## src/rtl/swd_pkg.sv

```systemverilog
package swd_pkg;
  localparam int unsigned SWD_LOAD_W_DEF = 6;
  localparam int unsigned SWD_PULSE_DEF  = 4;

  typedef struct packed {
    logic lock;
    logic strobe;
  } swd_ctl_t;
endpackage

```

## src/rtl/swd_regs.sv

```systemverilog
module swd_regs #(
  parameter int unsigned LOAD_W = 6
) (
  input  logic              clk,
  input  logic              rst_n,
  input  logic              ctl_wr,
  input  swd_pkg::swd_ctl_t ctl_in,
  input  logic              ld_wr,
  input  logic [LOAD_W-1:0] ld_data,
  output logic [LOAD_W-1:0] load_q,
  output logic              reload
);
  logic lock_q;

  always_ff @(posedge clk or negedge rst_n) begin
    if (!rst_n) begin
      lock_q <= 1'b1;
      load_q <= '0;
    end else begin
      if (ctl_wr) lock_q <= ctl_in.lock;
      if (ld_wr && !lock_q) load_q <= ld_data;
    end
  end

  // self-clearing: only present in the write cycle
  assign reload = ctl_wr && ctl_in.strobe;


  locked_load_hold_chk: assert property (@(posedge clk) disable iff (!rst_n)
    lock_q |=> $stable(load_q));

  lock_follows_write_chk: assert property (@(posedge clk) disable iff (!rst_n)
    ctl_wr |=> (lock_q == $past(ctl_in.lock)));
endmodule

```

## src/rtl/swd_counter.sv

```systemverilog
module swd_counter #(
  parameter int unsigned LOAD_W = 6
) (
  input  logic              clk,
  input  logic              rst_n,
  input  logic              tick,
  input  logic              osc_run,
  input  logic              reload,
  input  logic [LOAD_W-1:0] load_val,
  output logic              expire
);
  logic [LOAD_W-1:0] cnt_q;
  logic              step;
  logic              last;

  assign step   = tick && osc_run && (load_val != '0) && !reload;
  assign last   = (cnt_q <= LOAD_W'(1));
  assign expire = step && last;

  always_ff @(posedge clk or negedge rst_n) begin
    if (!rst_n) begin
      cnt_q <= '0;
    end else if (reload) begin
      cnt_q <= load_val;
    end else if (step) begin
      if (last) cnt_q <= load_val;
      else      cnt_q <= cnt_q - LOAD_W'(1);
    end
  end


  idle_hold_chk: assert property (@(posedge clk) disable iff (!rst_n)
    (!(tick && osc_run) && !reload) |=> $stable(cnt_q));

  strobe_load_chk: assert property (@(posedge clk) disable iff (!rst_n)
    reload |=> (cnt_q == $past(load_val)));

  expire_reload_chk: assert property (@(posedge clk) disable iff (!rst_n)
    expire |=> (cnt_q == $past(load_val)));

  strobe_blocks_expire_chk: assert property (@(posedge clk) disable iff (!rst_n)
    reload |-> !expire);
endmodule

```

## src/rtl/swd_pulse.sv

```systemverilog
module swd_pulse #(
  parameter int unsigned PULSE_LEN = 4
) (
  input  logic clk,
  input  logic rst_n,
  input  logic fire,
  input  logic enable,
  output logic pulse
);
  localparam int unsigned PW = $clog2(PULSE_LEN + 1);
  logic [PW-1:0] left_q;

  always_ff @(posedge clk or negedge rst_n) begin
    if (!rst_n) begin
      left_q <= '0;
    end else if (fire && enable) begin
      left_q <= PW'(PULSE_LEN);
    end else if (left_q != '0) begin
      left_q <= left_q - PW'(1);
    end
  end

  assign pulse = (left_q != '0);


  pulse_start_chk: assert property (@(posedge clk) disable iff (!rst_n)
    (fire && enable) |=> pulse);

  pulse_cause_chk: assert property (@(posedge clk) disable iff (!rst_n)
    $rose(pulse) |-> $past(fire && enable));
endmodule

```

## src/rtl/strobe_watchdog.sv

```systemverilog
module strobe_watchdog #(
  parameter int unsigned LOAD_W    = swd_pkg::SWD_LOAD_W_DEF,
  parameter int unsigned PULSE_LEN = swd_pkg::SWD_PULSE_DEF
) (
  input  logic              clk,
  input  logic              rst_n,
  input  logic              tick,
  input  logic              osc_run,
  input  logic              ctl_wr,
  input  logic              ctl_lock,
  input  logic              ctl_strobe,
  input  logic              ld_wr,
  input  logic [LOAD_W-1:0] ld_data,
  input  logic              flag_rd,
  input  logic              irq_en,
  output logic              wd_flag,
  output logic              wd_pulse
);
  swd_pkg::swd_ctl_t ctl_in;
  logic [LOAD_W-1:0] load_q;
  logic              reload;
  logic              expire;
  logic              flag_q;

  assign ctl_in.lock   = ctl_lock;
  assign ctl_in.strobe = ctl_strobe;

  swd_regs #(.LOAD_W(LOAD_W)) u_regs (
    .clk(clk), .rst_n(rst_n), .ctl_wr(ctl_wr), .ctl_in(ctl_in),
    .ld_wr(ld_wr), .ld_data(ld_data), .load_q(load_q), .reload(reload)
  );

  swd_counter #(.LOAD_W(LOAD_W)) u_cnt (
    .clk(clk), .rst_n(rst_n), .tick(tick), .osc_run(osc_run),
    .reload(reload), .load_val(load_q), .expire(expire)
  );

  swd_pulse #(.PULSE_LEN(PULSE_LEN)) u_pulse (
    .clk(clk), .rst_n(rst_n), .fire(expire), .enable(irq_en), .pulse(wd_pulse)
  );

  always_ff @(posedge clk or negedge rst_n) begin
    if (!rst_n)       flag_q <= 1'b0;
    else if (expire)  flag_q <= 1'b1;
    else if (flag_rd) flag_q <= 1'b0;
  end

  assign wd_flag = flag_q;


  flag_set_chk: assert property (@(posedge clk) disable iff (!rst_n)
    expire |=> wd_flag);

  flag_clear_chk: assert property (@(posedge clk) disable iff (!rst_n)
    (flag_rd && !expire) |=> !wd_flag);

  zero_load_quiet_chk: assert property (@(posedge clk) disable iff (!rst_n)
    (load_q == '0) |-> !expire);
endmodule

```

## config.mk

```make
export PLATFORM = sky130hd
export DESIGN_NAME = strobe_watchdog
export DESIGN_NICKNAME = d
export VERILOG_FILES = /design/src/rtl/swd_pkg.sv /design/src/rtl/swd_regs.sv /design/src/rtl/swd_counter.sv /design/src/rtl/swd_pulse.sv /design/src/rtl/strobe_watchdog.sv
export SDC_FILE = /design/constraint.sdc
export NUM_CORES = 1
export LEC_CHECK = 0
export ABC_AREA = 1
export BUFFER_PORTS_ARGS = -buffer_cell sky130_fd_sc_hd__buf_2
export CAP_MARGIN = 25
export CELL_PAD_IN_SITES_DETAIL_PLACEMENT = 0
export CELL_PAD_IN_SITES_GLOBAL_PLACEMENT = 1
export CORE_UTILIZATION = 34
export CTS_CLUSTER_SIZE = 8
export DETAILED_ROUTE_END_ITERATION = 10
export PLACE_DENSITY_LB_ADDON = 0.2
export SLEW_MARGIN = 30
export SYNTH_ARGS = -nofsm -noshare
export SYNTH_HDL_FRONTEND = slang
export SYNTH_SLANG_ARGS = --single-unit
```

## constraint.sdc

```tcl
create_clock -name clk -period 1.3 [get_ports clk]
set_input_delay 0 -clock clk [delete_from_list [all_inputs] [get_ports clk]]
set_output_delay 0 -clock clk [all_outputs]
set_load 0.02 [all_outputs]
```

# After elaboration in Yosys (flattened, before gate mapping)
# Cells that the tools add are included.
# op_classes
addsub	2
n_reduce_logical	14
order_cmp	1
muxes	7
# ops
cell	n
2-to-1 mux 6 bit	3
logical AND 1 bit	7
less-or-equal comparator 6 x 1 -> 1 bit, second input constant	1
2-to-1 mux 3 bit	2
nonzero test 2 bit	3
nonzero test 6 bit	1
subtractor 6 x 1 -> 6 bit, second input constant	1
nonzero test 3 bit	1
subtractor 3 x 1 -> 3 bit, second input constant	1
logical NOT 1 bit	2
2-to-1 mux 1 bit	2
# word_totals
reg_bits	17
input_bits	16

# Longest topological paths before layout
# Gate-level depths: netlist of run 1.
# logic_depth
depth_word	6
mapped_depth	11

# Hierarchy
# A second synthesis of run 1 with hierarchy kept.
# hier_totals
cells_unflattened	139
hier_area_um2	989.7
# by_module_without_submodules
mod	seq_area_each_um2	area_each_um2	cells_each	instances
swd_counter	150.1	494.2	81	1
swd_regs	176.4	277.8	31	1
swd_pulse	75.1	177.7	22	1
strobe_watchdog	25.0	40.0	5	1

# Worst setup path before layout of run 1
# OpenSTA, ideal clock, no wires.
# synth_timing
kind	register -> register
startpoint	register u_cnt.cnt_q[0]
endpoint	register u_cnt.cnt_q[5]
setup_time_ns	0.116
setup_slack_ns	0.001
required_time_ns	1.184
stages_incl_launch_ff	12
t_arrival_ns	1.182
path_cell_list	dfrtp_1 > inv_1 > ha_1 > inv_1 > nand2_1 > nand3_2 > nand2_4 > nand2_1 > nand2_1 > inv_1 > nand2_1 > nand2_1
# synth_via
elab_chain_len	4
# synth_lines
element	line_no	rtl
start, declared	swd_counter.sv:12	logic [LOAD_W-1:0] cnt_q;
start signal, assigned	swd_counter.sv:24	cnt_q <= load_val;
start signal, assigned	swd_counter.sv:26	if (last) cnt_q <= load_val;
start signal, assigned	swd_counter.sv:27	else cnt_q <= cnt_q - LOAD_W'(1);
subtractor 6 x 1 -> 6 bit / less-or-equal comparator 6 x 1 -> 1 bit (equally long branches)	swd_counter.sv:27, swd_counter.sv:17	
2-to-1 mux 6 bit *	swd_counter.sv:26	
2-to-1 mux 6 bit *	swd_counter.sv:25	end else if (step) begin
2-to-1 mux 6 bit *	swd_counter.sv:23	end else if (reload) begin
# Mark *: on every way between the ends. The rest lies on a longest branch, timed or not. The select of a mux whose other input is x is not followed.
# A chain may end at the register's enable or synchronous reset.

# Worst setup path in the final report of run 1
# Same ends and word-level chain as after synthesis.

==> results of run 1 <==
-- flip-flops by register name, indices dropped and copies added, names as in the netlist --
name	count
u_cnt.cnt_q	6
u_regs.load_q	6
u_regs.lock_q	1
wd_flag	1
u_pulse.left_q	3
-- final cells by class --
type	count	share of cell area
Tap cell	30	0.0285
Multi-Input combinational cell	90	0.380
Inverter	24	0.0703
Timing Repair Buffer	33	0.177
Sequential cell	17	0.324
Clock buffer	4	0.0200
-- cells by family (layout without fill, tap and decap cells) --
group | Yosys count | in the layout
buf+inv | 25 | 61
simple gates | 72 | 72
fa+ha+maj | 4 | 4
xor+xnor | 2 | 2
compound gates | 12 | 12
flops | 17 | 17
-- how the worst min path moves through the flow --
| stage | start | end | slack (ns) | cells after the start |
|---|---|---|---|---|
| detailed placement | rst_n | u_cnt.cnt_q[3] | -0.04 | 1 |
| finish | rst_n | u_cnt.cnt_q[4] | 0.16 | 2 |
| global placement | rst_n | u_cnt.cnt_q[3] | -0.05 | 1 |
| floorplan | rst_n | u_cnt.cnt_q[0] | -0.30 | 0 |
| CTS | rst_n | u_pulse.left_q[2] | 0.17 | 2 |
| global route | rst_n | u_cnt.cnt_q[3] | 0.19 | 2 |
-- synth_stat cells --
library cell   n  area share
xnor2_1        2       0.018
dfstp_2        1       0.027
inv_2          1      0.0039
nor2_1        13       0.051
o21bai_1       1      0.0078
ha_1           4       0.052
inv_1         23       0.090
nand3b_1       2       0.016
a21oi_1        6       0.031
nor2_2         2       0.013
o21ai_0        5       0.026
buf_2          1      0.0052
nand3_1        8       0.042
nand2_1       45        0.18
dfrtp_1       16        0.42
nand3_2        1       0.010
nand2_4        1       0.012
-- power by group --
group	leakage, nW	switching [W]	internal (W)	total, W
combinational	0.495	0.000601	0.000479	0.00108
clock	0.0150	0.000168	0.000119	0.000287
sequential	0.198	0.000112	0.000697	0.000810
total	0.708	0.000881	0.00130	0.00218
-- worst max-delay path, stage by stage, from the launching register on --
cell,delay (ns)
dfrtp_1,0.44
inv_2,0.10
ha_4,0.14
inv_2,0.03
nand2_2,0.07
nand3_4,0.10
nand2_8,0.11
nand2_2,0.05
nand2_1,0.05
inv_1,0.04
nand2_1,0.05
nand2_1,0.05
-- per-layer routing --
layer | wire length [um] | vias to the layer above
li1 | - | 472
met1 | 976 | 353
met2 | 866 | 14
met3 | 53 | 2
met4 | 10 | 0
met5 | 0 | -
-- stage by stage --
step / total power [W] / hold slack, ns / worst slack, ns
3_5_place_dp: 0.00174 / -0.0434 / -0.0426
6_report: 0.00218 / 0.161 / -0.0269
5_1_grt: 0.00241 / 0.194 / -0.133
4_1_cts: 0.00211 / 0.173 / -0.0532
2_1_floorplan: 0.00147 / -0.296 / 0.00146
3_3_place_gp: 0.00173 / -0.0505 / -0.0242
-- what timing repair did --
item / in CTS / in global routing
buffers inserted: 1 / 0
hold endpoints to repair: 26 / 0
pin swaps: 5 / 8
endpoints found under the setup margin: 8 / 9
hold buffers: 11 / 0
resized for setup: 5 / 13
==> run_results.csv, run 1 <==
group,metric,value,unit
route,antenna_left,0,
route,drc,0,
setup_path,crit_fanout,8,
clock_network,cts_buffer_depth,2,
synthesis,ys_warn_count,0,
timing,finalSetupViolations,2,
placed_design,dp_cells,183,
setup_path,required,1.49,ns
setup_path,crit_arrival,1.52,ns
synthesis,syn_avg_cell_area,7.26,um2
cells_and_area,postLayoutCellArea,1320,um2
placed_design,dp_hpwl,1450,um
global_route,grt_pass1_vias,787,
timing,finalClockSkew,0.00138,ns
synthesis,synth_seq_cells,17,
route,initialDrtViolationCount,10,
placed_design,io_buffers,17,
route,finalWirelength,1910,um
clock_network,path_clk_slew,0.10,ns
synthesis,synth_top_family_by_area,"simple AND/OR/NAND/NOR gates",
die,dieArea,3040,um2
cells_and_area,syn_to_final_growth,37.3,%
timing,fmax,754,MHz
timing,setup_tns,-0.0380,ns
cells_and_area,layout_common_cells,"nand2_1, inv_1, buf_2",
clock_network,cts_tree,"yes",
clock_network,cts_buffers,3,
setup_path,start_kind,"register",
timing,fin_ws,-0.0269,ns
synthesis,synth_nets,152,
min_path,hold_class,"in -> async",
die,core_region_area,2570,um2
global_route,track_usage,0.155,
clock_network,cts_sinks,17,
cells_and_area,layout.cells.non_filler,198,
cells_and_area,diodes,0,
clock_network,htree_levels,1,
global_route,grt_pass1_wl,3330,um
route,wire_per_inst,9.63,um
die,die_y,55.1,um
global_route,antenna_found_initial,0,
route,vias,841,
power,p_per_area,1650,nW/um2
die,num_rows,18,
global_route,grt_max_degree,18,
timing,finalMaxSlewViolations,0,
power,power_leakage,0.708,nW
job,drv_cap,0,
timing,period_share,1.02,
setup_path,crit_start,"u_cnt.cnt_q[0]",
timing,slew_headroom,0.728,
global_route,met3_usage,0.0246,
synthesis,muxShareOfSynthArea,0,
status,status,"complete, but fails checks",
cells_and_area,final_util,0.513,
synthesis,yosysUniqueCellTypes,17,
placed_design,finalWeightedCongestion,0.726,
power,ir_drop,0.881,mV
cells_and_area,multi_input_area,500,um2
cells_and_area,fillers,266,
synthesis,yosys.area_share.adder,0.0522,
placed_design,post_dp_cell_area,1110,um2
setup_path,cp-end-kind,"register",
timing,post-route-min-period,1.33,ns
timing,worst_pin_slew,0.408,ns
setup_path,r2r_setup_slack,-0.03,ns
status,violations,"negative setup slack",
global_route,use_met1,0.210,
setup_path,critPathKind,"reg -> reg",
die,fp.dieW,55.1,um
cells_and_area,layout_commonest_cell,"nand2_1",
die,pin_count,18,
cells_and_area,drive_gt1_frac,0.244,
synthesis,synthXorXnorAreaFrac,0.0183,
die,start_util,0.373,
setup_path,r2r-end,"u_cnt.cnt_q[5]",
route,firstDrtPassIters,4,
cells_and_area,fin_nets,189,
global_route,busiest_layer,"met2",
synthesis,yosysSeqAreaShare,0.445,
route,vias_per_cell,4.25,
clock_network,clk-insertion-delay-late,0.28,ns
global_route,gr-usage-met2,0.251,
setup_path,critPathCapture,"u_cnt.cnt_q[5]",
setup_path,reg2reg_from,"u_cnt.cnt_q[0]",
global_route,grt_overflow_total,0,
synthesis,syn_area,958,um2
synthesis,synthCells,132,
setup_path,r2r_cells,11,
timing,final_hold_viol_count,0,
synthesis,synthSimpleGateAreaFrac,0.320,
cells_and_area,seqCellArea,427,um2
clock_network,cts-root-buf,"clkbuf_4",
synthesis,synth-compound-area-share,0.0653,
timing,rsz0062_at_grt,"true",
Note: power is estimated with default switching activity, not from simulation.
==> inputs of run 2 (changes only) <==
--- a/config.mk
+++ b/config.mk
@@ -11,6 +11,7 @@
 export CELL_PAD_IN_SITES_DETAIL_PLACEMENT = 0
 export CELL_PAD_IN_SITES_GLOBAL_PLACEMENT = 1
 export CORE_UTILIZATION = 34
+export CTS_BUF_LIST = sky130_fd_sc_hd__clkbuf_16
 export CTS_CLUSTER_SIZE = 8
 export DETAILED_ROUTE_END_ITERATION = 10
 export PLACE_DENSITY_LB_ADDON = 0.2
==> run 2 against run 1 <==
The flow finishes with violations (negative hold slack, negative setup slack). Hold slack worse by 0.16 ns. Die area did not move. Combinational power about the same. Critical path type unchanged. Sequential power is essentially flat. Power up 15%. Count of clock-buffer cells in the layout is 1 lower. Design area unchanged. Register-to-register slack is essentially flat.
==> run_results.csv, run 2 (synthesis gave the netlist of run 1 again) <==
group,metric,value,unit
setup_path,crit_arrival,1.46,ns
power,power,0.00250,W
timing,period_share,1.01,
timing,final_hold_viol_count,1,
min_path,hold_class,"in -> reg",
timing,setup_tns,-0.0266,ns
timing,rsz0062_at_grt,"true",
route,firstDrtPassIters,4,
power,p_per_area,1900,nW/um2
setup_path,r2r_setup_slack,-0.02,ns
placed_design,finalWeightedCongestion,0.726,
timing,finalSetupViolations,2,
route,wire_per_inst,9.99,um
timing,slew_headroom,0.725,
timing,holdWs,-0.000430,ns
die,num_rows,18,
die,dieArea,3040,um2
cells_and_area,layout.cells.non_filler,193,
timing,finalClockSkew,0.00203,ns
clock_network,path_clk_slew,0.05,ns
clock_network,cts_buffers,3,
setup_path,crit_fanout,8,
cells_and_area,final_util,0.513,
cells_and_area,drive_gt1_frac,0.258,
route,vias_per_cell,4.30,
route,finalWirelength,1930,um
global_route,busiest_layer,"met2",
route,initialDrtViolationCount,9,
placed_design,dp_hpwl,1450,um
setup_path,required,1.44,ns
cells_and_area,fin_nets,184,
global_route,grt_pass1_vias,778,
global_route,track_usage,0.159,
clock_network,cts-root-buf,"clkbuf_16",
timing,fin_ws,-0.0186,ns
placed_design,dp_cells,183,
placed_design,io_buffers,17,
timing,post-route-min-period,1.32,ns
die,core_region_area,2570,um2
cells_and_area,syn_to_final_growth,37.3,%
cells_and_area,layout_common_cells,"nand2_1, inv_1, buf_2",
clock_network,cts_buffer_depth,2,
cells_and_area,largestRegisters,"u_cnt.cnt_q: 6 flops, u_regs.load_q: 6 flops, u_pulse.left_q: 3 flops",
die,die_y,55.1,um
route,vias,830,
setup_path,critPathKind,"reg -> reg",
global_route,grt_max_degree,18,
global_route,antenna_found_initial,0,
die,pin_count,18,
global_route,gr-usage-met2,0.257,
global_route,met3_usage,0.0410,
clock_network,cts_sinks,17,
status,status,"complete, but fails checks",
status,violations,"negative hold slack, negative setup slack",
global_route,grt_pass1_wl,3330,um
power,ir_drop,0.890,mV
clock_network,cts_tree,"yes",
route,drc,0,
cells_and_area,fillers,262,
cells_and_area,layout_commonest_cell,"nand2_1",
timing,fmax,758,MHz
timing,finalMaxSlewViolations,0,
global_route,grt_overflow_total,0,
timing,worst_pin_slew,0.413,ns
setup_path,cp-end-kind,"register",
clock_network,clk-insertion-delay-late,0.25,ns
power,power_leakage,0.715,nW
job,drv_cap,0,
clock_network,htree_levels,1,
die,fp.dieW,55.1,um
setup_path,start_kind,"register",
route,antenna_left,0,
cells_and_area,diodes,0,
cells_and_area,postLayoutCellArea,1320,um2
global_route,use_met1,0.202,
placed_design,post_dp_cell_area,1110,um2
die,start_util,0.373,
run 2: cell types whose count changed in the layout (fill, tap and decap cells not counted), sizes merged:
| cell | previous run | this run |
|---|---|---|
| inv | 24 | 25 |
| clkbuf | 4 | 3 |
| dlygate4sd3 | 11 | 5 |
| buf | 22 | 23 |
run 2: critical path, cell delays in order, from the launching register on:
cell and delay, ns:
dfrtp_1 0.42, inv_2 0.10, ha_4 0.14, inv_2 0.03, nand2_2 0.07, nand3_4 0.10
nand2_8 0.11, nand2_2 0.05, nand2_1 0.06, inv_1 0.04, nand2_1 0.04, nand2_1 0.04
run 2: cell type report:
type                            count  area, um2  area share
Multi-Input combinational cell     90        500       0.380
Sequential cell                    17        427       0.324
Timing Repair Buffer               28        180       0.137
Inverter                           24       92.6      0.0703
Clock buffer                        3       75.1      0.0570
Tap cell                           30       37.5      0.0285
Clock inverter                      1       3.75     0.00285
run 2: layer usage:
| layer | up-vias | wire [um] |
|---|---|---|
| met5 | - | 0 |
| met4 | 0 | 19 |
| li1 | 463 | - |
| met2 | 12 | 885 |
| met1 | 353 | 969 |
| met3 | 2 | 53 |
run 2: metrics by stage:
step / worst slack [ns] / hold slack [ns]
floorplan: 0.00146 / -0.296
global placement: -0.0242 / -0.0505
detailed placement: -0.0426 / -0.0434
CTS: -0.0431 / 0.00128
global route: -0.124 / 0.0211
finish: -0.0186 / -0.000430
run 2: timing repair:
action | 4_1_cts | 5_1_grt
hold buffers | 5 | 0
buffers inserted | 1 | 1
resized for setup | 6 | 13
setup endpoints to repair | 7 | 9
pin swaps | 3 | 6
endpoints found under the hold margin | 19 | 0
run 2: worst paths after layout:
path / startpoint / end / depth (start not counted)
worst min-delay path: ld_data[5] / u_regs.load_q[5] / 3
min in group asynchronous: rst_n / u_pulse.left_q[2] / 2
worst max-delay path: u_cnt.cnt_q[0] / u_cnt.cnt_q[5] / 11
worst max register to register: u_cnt.cnt_q[0] / u_cnt.cnt_q[5] / 11
max in group asynchronous: rst_n / u_regs.lock_q / 2
worst min register to register: u_regs.lock_q / u_regs.lock_q / 2
run 2: power by group:
group	total (W)	internal, W	switching, W
logic	0.00108	0.000473	0.000603
clock network	0.000616	0.000409	0.000207
registers	0.000813	0.000700	0.000113
total	0.00250	0.00158	0.000923
